<file path="src/rtl/fpt_pkg.sv">
package fpt_pkg;

    // Master-clock periods that make up one serial bit (4.096 MHz / 2.048 Mb/s).
    localparam int MCLK_PER_BIT = 2;

    typedef enum logic {
        FMT_ACTIVE_LOW  = 1'b0,
        FMT_ACTIVE_HIGH = 1'b1
    } fp_fmt_e;

    typedef enum logic [1:0] {
        PH_NOREF  = 2'd0,
        PH_COUNT  = 2'd1,
        PH_LOCKED = 2'd2
    } track_ph_e;

    typedef struct packed {
        logic rise;
        logic fall;
    } mclk_ev_t;

    // A line that rests high carries active-low pulses, and the reverse.
    function automatic fp_fmt_e fmt_from_rest(input logic rest_lvl);
        return rest_lvl ? FMT_ACTIVE_LOW : FMT_ACTIVE_HIGH;
    endfunction

endpackage

</file>
<file path="src/rtl/fpt_edge_sync.sv">
module fpt_edge_sync
    import fpt_pkg::*;
#(
    parameter int STAGES = 2
) (
    input  logic     clk,
    input  logic     rst,
    input  logic     mclk_in,
    input  logic     fs_in,
    output mclk_ev_t ev,
    output logic     fs_lvl
);

    logic [STAGES-1:0] mc_sr;
    logic [STAGES-1:0] fs_sr;
    logic              mc_prev;

    always_ff @(posedge clk) begin
        if (rst) begin
            mc_sr   <= '0;
            fs_sr   <= '0;
            mc_prev <= 1'b0;
        end else begin
            mc_sr   <= {mc_sr[STAGES-2:0], mclk_in};
            fs_sr   <= {fs_sr[STAGES-2:0], fs_in};
            mc_prev <= mc_sr[STAGES-1];
        end
    end

    assign ev.rise = mc_sr[STAGES-1] & ~mc_prev;
    assign ev.fall = ~mc_sr[STAGES-1] & mc_prev;
    assign fs_lvl  = fs_sr[STAGES-1];

endmodule

</file>
<file path="src/rtl/fpt_fmt_detect.sv">
module fpt_fmt_detect
    import fpt_pkg::*;
#(
    parameter int IDLE_MCLK = 16
) (
    input  logic    clk,
    input  logic    rst,
    input  logic    restart,
    input  logic    mclk_rise,
    input  logic    fs_lvl,
    output fp_fmt_e fmt,
    output logic    known
);

    localparam int IC_W = (IDLE_MCLK > 1) ? $clog2(IDLE_MCLK) : 1;

    logic [IC_W-1:0] run_cnt;
    logic            last_lvl;

    always_ff @(posedge clk) begin
        if (rst) begin
            run_cnt  <= '0;
            last_lvl <= 1'b0;
            known    <= 1'b0;
            fmt      <= FMT_ACTIVE_LOW;
        end else if (restart) begin
            run_cnt <= '0;
            known   <= 1'b0;
        end else if (mclk_rise && !known) begin
            if (fs_lvl != last_lvl) begin
                last_lvl <= fs_lvl;
                run_cnt  <= '0;
            end else if (run_cnt == IC_W'(IDLE_MCLK - 1)) begin
                known <= 1'b1;
                fmt   <= fmt_from_rest(fs_lvl);
            end else begin
                run_cnt <= run_cnt + 1'b1;
            end
        end
    end

endmodule

</file>
<file path="src/rtl/fpt_frame_track.sv">
module fpt_frame_track
    import fpt_pkg::*;
#(
    parameter int BITS        = 8,
    parameter int CHANS       = 32,
    parameter int LOCK_FRAMES = 2
) (
    input  logic                       clk,
    input  logic                       rst,
    input  mclk_ev_t                   ev,
    input  logic                       fs_lvl,
    input  fp_fmt_e                    fmt,
    input  logic                       fmt_known,
    output logic                       restart,
    output logic                       locked,
    output logic [$clog2(BITS)-1:0]    bit_idx,
    output logic [$clog2(CHANS)-1:0]   chan_idx,
    output logic                       tx_stb,
    output logic                       smp_stb
);

    localparam int BW    = $clog2(BITS);
    localparam int CW    = $clog2(CHANS);
    localparam int FRAME = MCLK_PER_BIT * BITS * CHANS;
    localparam int FW    = $clog2(FRAME);
    localparam int GW    = $clog2(LOCK_FRAMES + 1);

    track_ph_e     ph;
    logic [FW-1:0] mcnt;
    logic [GW-1:0] good;
    logic          prev_act;

    logic bnd, opp, act, at_last;

    always_comb begin
        bnd     = (fmt == FMT_ACTIVE_HIGH) ? ev.rise : ev.fall;
        opp     = (fmt == FMT_ACTIVE_HIGH) ? ev.fall : ev.rise;
        act     = (fmt == FMT_ACTIVE_HIGH) ? fs_lvl : ~fs_lvl;
        at_last = (mcnt == FW'(FRAME - 1));
    end

    always_ff @(posedge clk) begin
        if (rst) begin
            ph       <= PH_NOREF;
            mcnt     <= '0;
            good     <= '0;
            prev_act <= 1'b0;
            tx_stb   <= 1'b0;
            smp_stb  <= 1'b0;
            restart  <= 1'b0;
        end else begin
            tx_stb  <= 1'b0;
            smp_stb <= 1'b0;
            restart <= 1'b0;
            if (!fmt_known) begin
                ph   <= PH_NOREF;
                good <= '0;
            end else if (bnd) begin
                prev_act <= act;
                if (act && !prev_act) begin
                    mcnt <= '0;
                    case (ph)
                        PH_LOCKED: begin
                            if (at_last) begin
                                tx_stb <= 1'b1;
                            end else begin
                                ph      <= PH_NOREF;
                                good    <= '0;
                                restart <= 1'b1;
                            end
                        end
                        PH_COUNT: begin
                            if (!at_last) begin
                                good <= '0;
                            end else if (good == GW'(LOCK_FRAMES - 1)) begin
                                ph     <= PH_LOCKED;
                                good   <= '0;
                                tx_stb <= 1'b1;
                            end else begin
                                good <= good + 1'b1;
                            end
                        end
                        default: begin
                            ph   <= PH_COUNT;
                            good <= '0;
                        end
                    endcase
                end else begin
                    mcnt   <= at_last ? '0 : mcnt + 1'b1;
                    tx_stb <= (ph == PH_LOCKED) && (at_last || mcnt[0]);
                end
            end else if (opp && ph == PH_LOCKED) begin
                smp_stb <= mcnt[0];
            end
        end
    end

    assign locked   = (ph == PH_LOCKED);
    assign bit_idx  = mcnt[BW:1];
    assign chan_idx = mcnt[BW+CW:BW+1];

endmodule

</file>
<file path="src/rtl/frame_timing_unit.sv">
module frame_timing_unit
    import fpt_pkg::*;
#(
    parameter int SYNC_STAGES = 2,
    parameter int IDLE_MCLK   = 16,
    parameter int LOCK_FRAMES = 2,
    parameter int BITS        = 8,
    parameter int CHANS       = 32
) (
    input  logic                     clk,
    input  logic                     rst,
    input  logic                     mclk_in,
    input  logic                     fsync_in,
    output logic                     fmt_active_high,
    output logic                     locked,
    output logic [$clog2(BITS)-1:0]  bit_idx,
    output logic [$clog2(CHANS)-1:0] chan_idx,
    output logic                     tx_stb,
    output logic                     smp_stb
);

    mclk_ev_t ev;
    logic     fs_lvl;
    fp_fmt_e  fmt;
    logic     fmt_known;
    logic     restart;

    fpt_edge_sync #(.STAGES(SYNC_STAGES)) u_sync (
        .clk     (clk),
        .rst     (rst),
        .mclk_in (mclk_in),
        .fs_in   (fsync_in),
        .ev      (ev),
        .fs_lvl  (fs_lvl)
    );

    fpt_fmt_detect #(.IDLE_MCLK(IDLE_MCLK)) u_fmt (
        .clk       (clk),
        .rst       (rst),
        .restart   (restart),
        .mclk_rise (ev.rise),
        .fs_lvl    (fs_lvl),
        .fmt       (fmt),
        .known     (fmt_known)
    );

    fpt_frame_track #(
        .BITS        (BITS),
        .CHANS       (CHANS),
        .LOCK_FRAMES (LOCK_FRAMES)
    ) u_track (
        .clk       (clk),
        .rst       (rst),
        .ev        (ev),
        .fs_lvl    (fs_lvl),
        .fmt       (fmt),
        .fmt_known (fmt_known),
        .restart   (restart),
        .locked    (locked),
        .bit_idx   (bit_idx),
        .chan_idx  (chan_idx),
        .tx_stb    (tx_stb),
        .smp_stb   (smp_stb)
    );

    assign fmt_active_high = (fmt == FMT_ACTIVE_HIGH);

endmodule

</file>
<file path="config.mk">
export PLATFORM = sky130hd
export DESIGN_NAME = frame_timing_unit
export DESIGN_NICKNAME = d
export VERILOG_FILES = /design/src/rtl/fpt_pkg.sv /design/src/rtl/fpt_edge_sync.sv /design/src/rtl/fpt_fmt_detect.sv /design/src/rtl/fpt_frame_track.sv /design/src/rtl/frame_timing_unit.sv
export SDC_FILE = /design/constraint.sdc
export NUM_CORES = 1
export LEC_CHECK = 0
export CAP_MARGIN = 20
export CORE_UTILIZATION = 59
export CTS_CLUSTER_DIAMETER = 60
export DETAILED_ROUTE_END_ITERATION = 16
export PLACE_DENSITY = 0.83
export SYNTH_ARGS = -nofsm -noshare
export SYNTH_HDL_FRONTEND = slang
export SYNTH_SLANG_ARGS = --single-unit
</file>
<file path="constraint.sdc">
create_clock -name clk -period 5.79 [get_ports clk]
set_clock_uncertainty 0.15 [all_clocks]
set_input_delay 1.737 -clock clk [delete_from_list [all_inputs] [get_ports clk]]
set_output_delay 1.737 -clock clk [all_outputs]
set_load 0.03 [all_outputs]
</file>
==> flow_summary.yaml <==
status:
  outcome: "finished clean"
timing:
  setup_viol: 0
  period_minus_slack_ns: 3.54
  timing.final.ws_setup_ns: 2.25
  slew_headroom_pct: 53.5
  fmax_ghz: 0.282
  period_share_pct: 61.2
  tightest_slew_ns: 0.693
  rsz0062_at_grt: "false"
  slew_viol_final: 0
  hold_viol: 0
  tns_ns: 0
clock_network:
  clockBufferDepth: 2
  clock_latency_ns: 0.32
  ctsHoldBuffers: 0
  post-cts-setup-buffers: 0
  cts_sinks: 29
  cts_resized: 0
  clk_pin_slew_ns: 0.08
  cts-root-buf: "clkbuf_4"
  cts_tree: "built"
  htree_levels: 2
  cts_buffers: 5
global_routing:
  grt_pass1_vias: 1105
  grt_max_degree: 20
  grt_pass1_wl_mm: 4.82
  track_usage_pct: 24.4
  grt_antenna_before_repair: 0
  grt_overflow: 0
synth:
  synth_edf_count: 0
  synth.net_count: 183
  synth_top_family_by_area: "simple AND/OR/NAND/NOR gates"
  synth_compound_area_share_pct: 18.8
  synth.avg_cell_area_um2: 8.82
  synthCells: 173
  yosys.area_share.simple_pct: 24.8
  synth_top_cell_by_area: "dfxtp_1"
  synth_area_um2: 1530
  ys_warn_count: 0
  yosys-top-cells-area: "dfxtp_1, a21oi_1, ha_1"
  synth-main-ff-cell: "dfxtp_1"
  synth_seq_cells: 29
  async_reset_ff_share_pct: 0
  synth_mux_area_share_pct: 3.36
  synth_xor_area_share_pct: 2.30
  synth-adder-area-share_pct: 4.92
  synth_seq_area_share_pct: 38.0
  yosysUniqueCellTypes: 46
  synth_top_cell_area_share_pct: 38.0
setup_path:
  endpoint: "locked"
  crit_path_top_delay_cell: "clkdlybuf4s50_1"
  r2r_end: "u_track.mcnt[3]"
  cpLargestDelayFamily: "buffers and inverters"
  r2r_start: "u_track.mcnt[0]"
  crit_chain: "inv_1 > ha_1 > clkdlybuf4s50_1"
  path_max_fanout: 5
  cp-startpoint: "u_track.ph[0]"
  cp_num_buf_inv: 2
  endpoint_kind: "primary output"
  worst-r2r-cell-count: 6
  slowest_delay_ns: 0.70
  cp.arrival_ns: 1.66
  worst-endpoint-required_ns: 3.90
  worst_setup_path_start_kind: "flop"
  regToRegSetupSlack_ns: 3.34
  crit_type: "reg -> out"
  crit_cells: 3
routing:
  routed_wl_mm: 2.95
  routed_via_density: 6.13
  dr_total_vias: 1299
  drt_pass1_iterations: 4
  routedWlPerCell_um: 13.9
  drc: 0
  ant_nets: 0
  drt_iter0_drc: 34
place:
  io_buffers: 15
  hpwl_mm: 2.10
  dp_slack_ns: 1.99
  place.gp.congestion: 0.800
power:
  internal_power_uw: 256
  clockPowerShare_pct: 34.2
  combPwrFrac_pct: 4.3
  irDropWorstVdd_mv: 0.145
  swShare_pct: 22.6
  pwr_density_cell_nw_per_um2: 198
  netSwitchingPower_uw: 74.7
  power.total_uw: 331
  leakage_uw: 0.000609
  seq_power_share_pct: 61.5
floorplan:
  die_y_um: 52.9
  coreArea_um2: 2450
  initial_core_util_pct: 62.2
  die_x_um: 52.9
  fp.dieArea_um2: 2790
  rows: 18
  ioPinCount: 16
hold_path:
  hold_class: "reg -> reg"
  min_from: "u_sync.mc_sr[0]"
flow_run:
  drv_cap: 0
cells_and_area:
  drive_gt1_share_pct: 7.14
  diodes: 0
  nNetsFinal: 191
  syn2layout_area_growth_pct: 9.59
==> per-stage QoR <==
stage	instance area (um2)	utilization, %	instances	hold slack [ns]
after floorplan	1530	-	173	0.264
after global placement	1620	66.2	204	0.275
after detailed placement	1620	66.2	204	0.299
after CTS	1670	68.1	212	0.310
after global routing	1670	68.1	212	0.317
final	1670	68.1	212	0.305
==> worst min-delay path by stage <==
stage                      endpoint  slack [ns]  cells past startpoint
floorplan           u_sync.fs_sr[1]        0.26                      1
global placement    u_sync.mc_sr[1]        0.27                      1
detailed placement  u_sync.mc_sr[1]        0.30                      1
CTS                 u_sync.mc_sr[1]        0.31                      1
global route        u_sync.mc_sr[1]        0.32                      1
finish              u_sync.mc_sr[1]        0.30                      1
==> cell usage in the layout, fill, tap and decap left out, drive strengths merged, types with 2 or more instances in the layout <==
master / synthesis / routed
a211oi: 5 / 5
a21boi: 2 / 2
a21oi: 16 / 16
a221oi: 3 / 3
and3: 4 / 4
and4: 3 / 3
clkbuf: 4 / 8
clkdlybuf4s50: 0 / 15
dfxtp: 29 / 29
ha: 6 / 6
inv: 6 / 6
mux2i: 4 / 4
nand2: 15 / 15
nand3: 2 / 2
nor2: 7 / 7
nor2b: 8 / 8
nor3b: 2 / 2
o211a: 2 / 2
o21ai: 10 / 10
or3: 5 / 5
or4: 4 / 4
or4b: 3 / 3
xnor2: 2 / 2
xor2: 2 / 2
==> worst reg2reg max path, cell delays in order, from the launching register on <==
cell and delay [ns]:
dfxtp_1 0.37, ha_1 0.25, and4_1 0.23, ha_1 0.31
a21o_1 0.27, or4b_2 0.63, a21oi_1 0.17
==> sequential cells by signal, summed over array words and instances (netlist names) <==
signal	count
u_track.mcnt	9
u_fmt.run_cnt	4
u_sync.fs_sr	2
u_sync.mc_sr	2
u_track.good	2
u_track.ph	2
u_fmt.fmt	1
u_fmt.known	1
u_fmt.last_lvl	1
u_sync.mc_prev	1
u_track.prev_act	1
u_track.restart	1
u_track.smp_stb	1
u_track.tx_stb	1
==> cells in the mapped netlist, drive strengths merged, types with 2 or more instances <==
cell    number
a211oi       5
a21boi       2
a21oi       16
a221oi       3
and3         4
and4         3
buf         11
clkbuf       4
dfxtp       29
ha           6
inv          6
mux2i        4
nand2       15
nand3        2
nor2         7
nor2b        8
nor3b        2
o211a        2
o21ai       10
or3          5
or4          4
or4b         3
xnor2        2
xor2         2
==> power groups by stage <==
| stage | Clock (uW) | Combinational (uW) | Sequential [uW] |
|---|---|---|---|
| after floorplan | 0 | 11.1 | 207 |
| after global placement | 0 | 13.5 | 208 |
| after global routing | 127 | 15.8 | 204 |
| after detailed placement | 0 | 14.1 | 208 |
| final | 113 | 14.2 | 203 |
| after CTS | 118 | 14.2 | 203 |
==> kinds of logic after synthesis <==
kind of cell	after synthesis
buf+inv	21
flops	29
compound gates	45
xor+xnor	4
mux	5
simple gates	63
fa+ha+maj	6
==> final cells by class <==
| cell class | instances | area, um2 |
|---|---|---|
| fillers | 214 | 782 |
| inverters | 6 | 22.5 |
| repair buffers | 16 | 158 |
| flip-flops and latches | 29 | 581 |
| well taps | 30 | 37.5 |
| multi-input cells | 123 | 826 |
| clock buffers | 8 | 48.8 |
==> metal layers <==
metal  routed length (um)  GRT usage (%)  vias up
li1                     -              -      646
met1                 1330           29.5      616
met2                 1450           39.7       32
met3                  115           5.17        5
met4                   51           13.6        0
met5                    0              0        -
(Power assumes the default switching activity.)
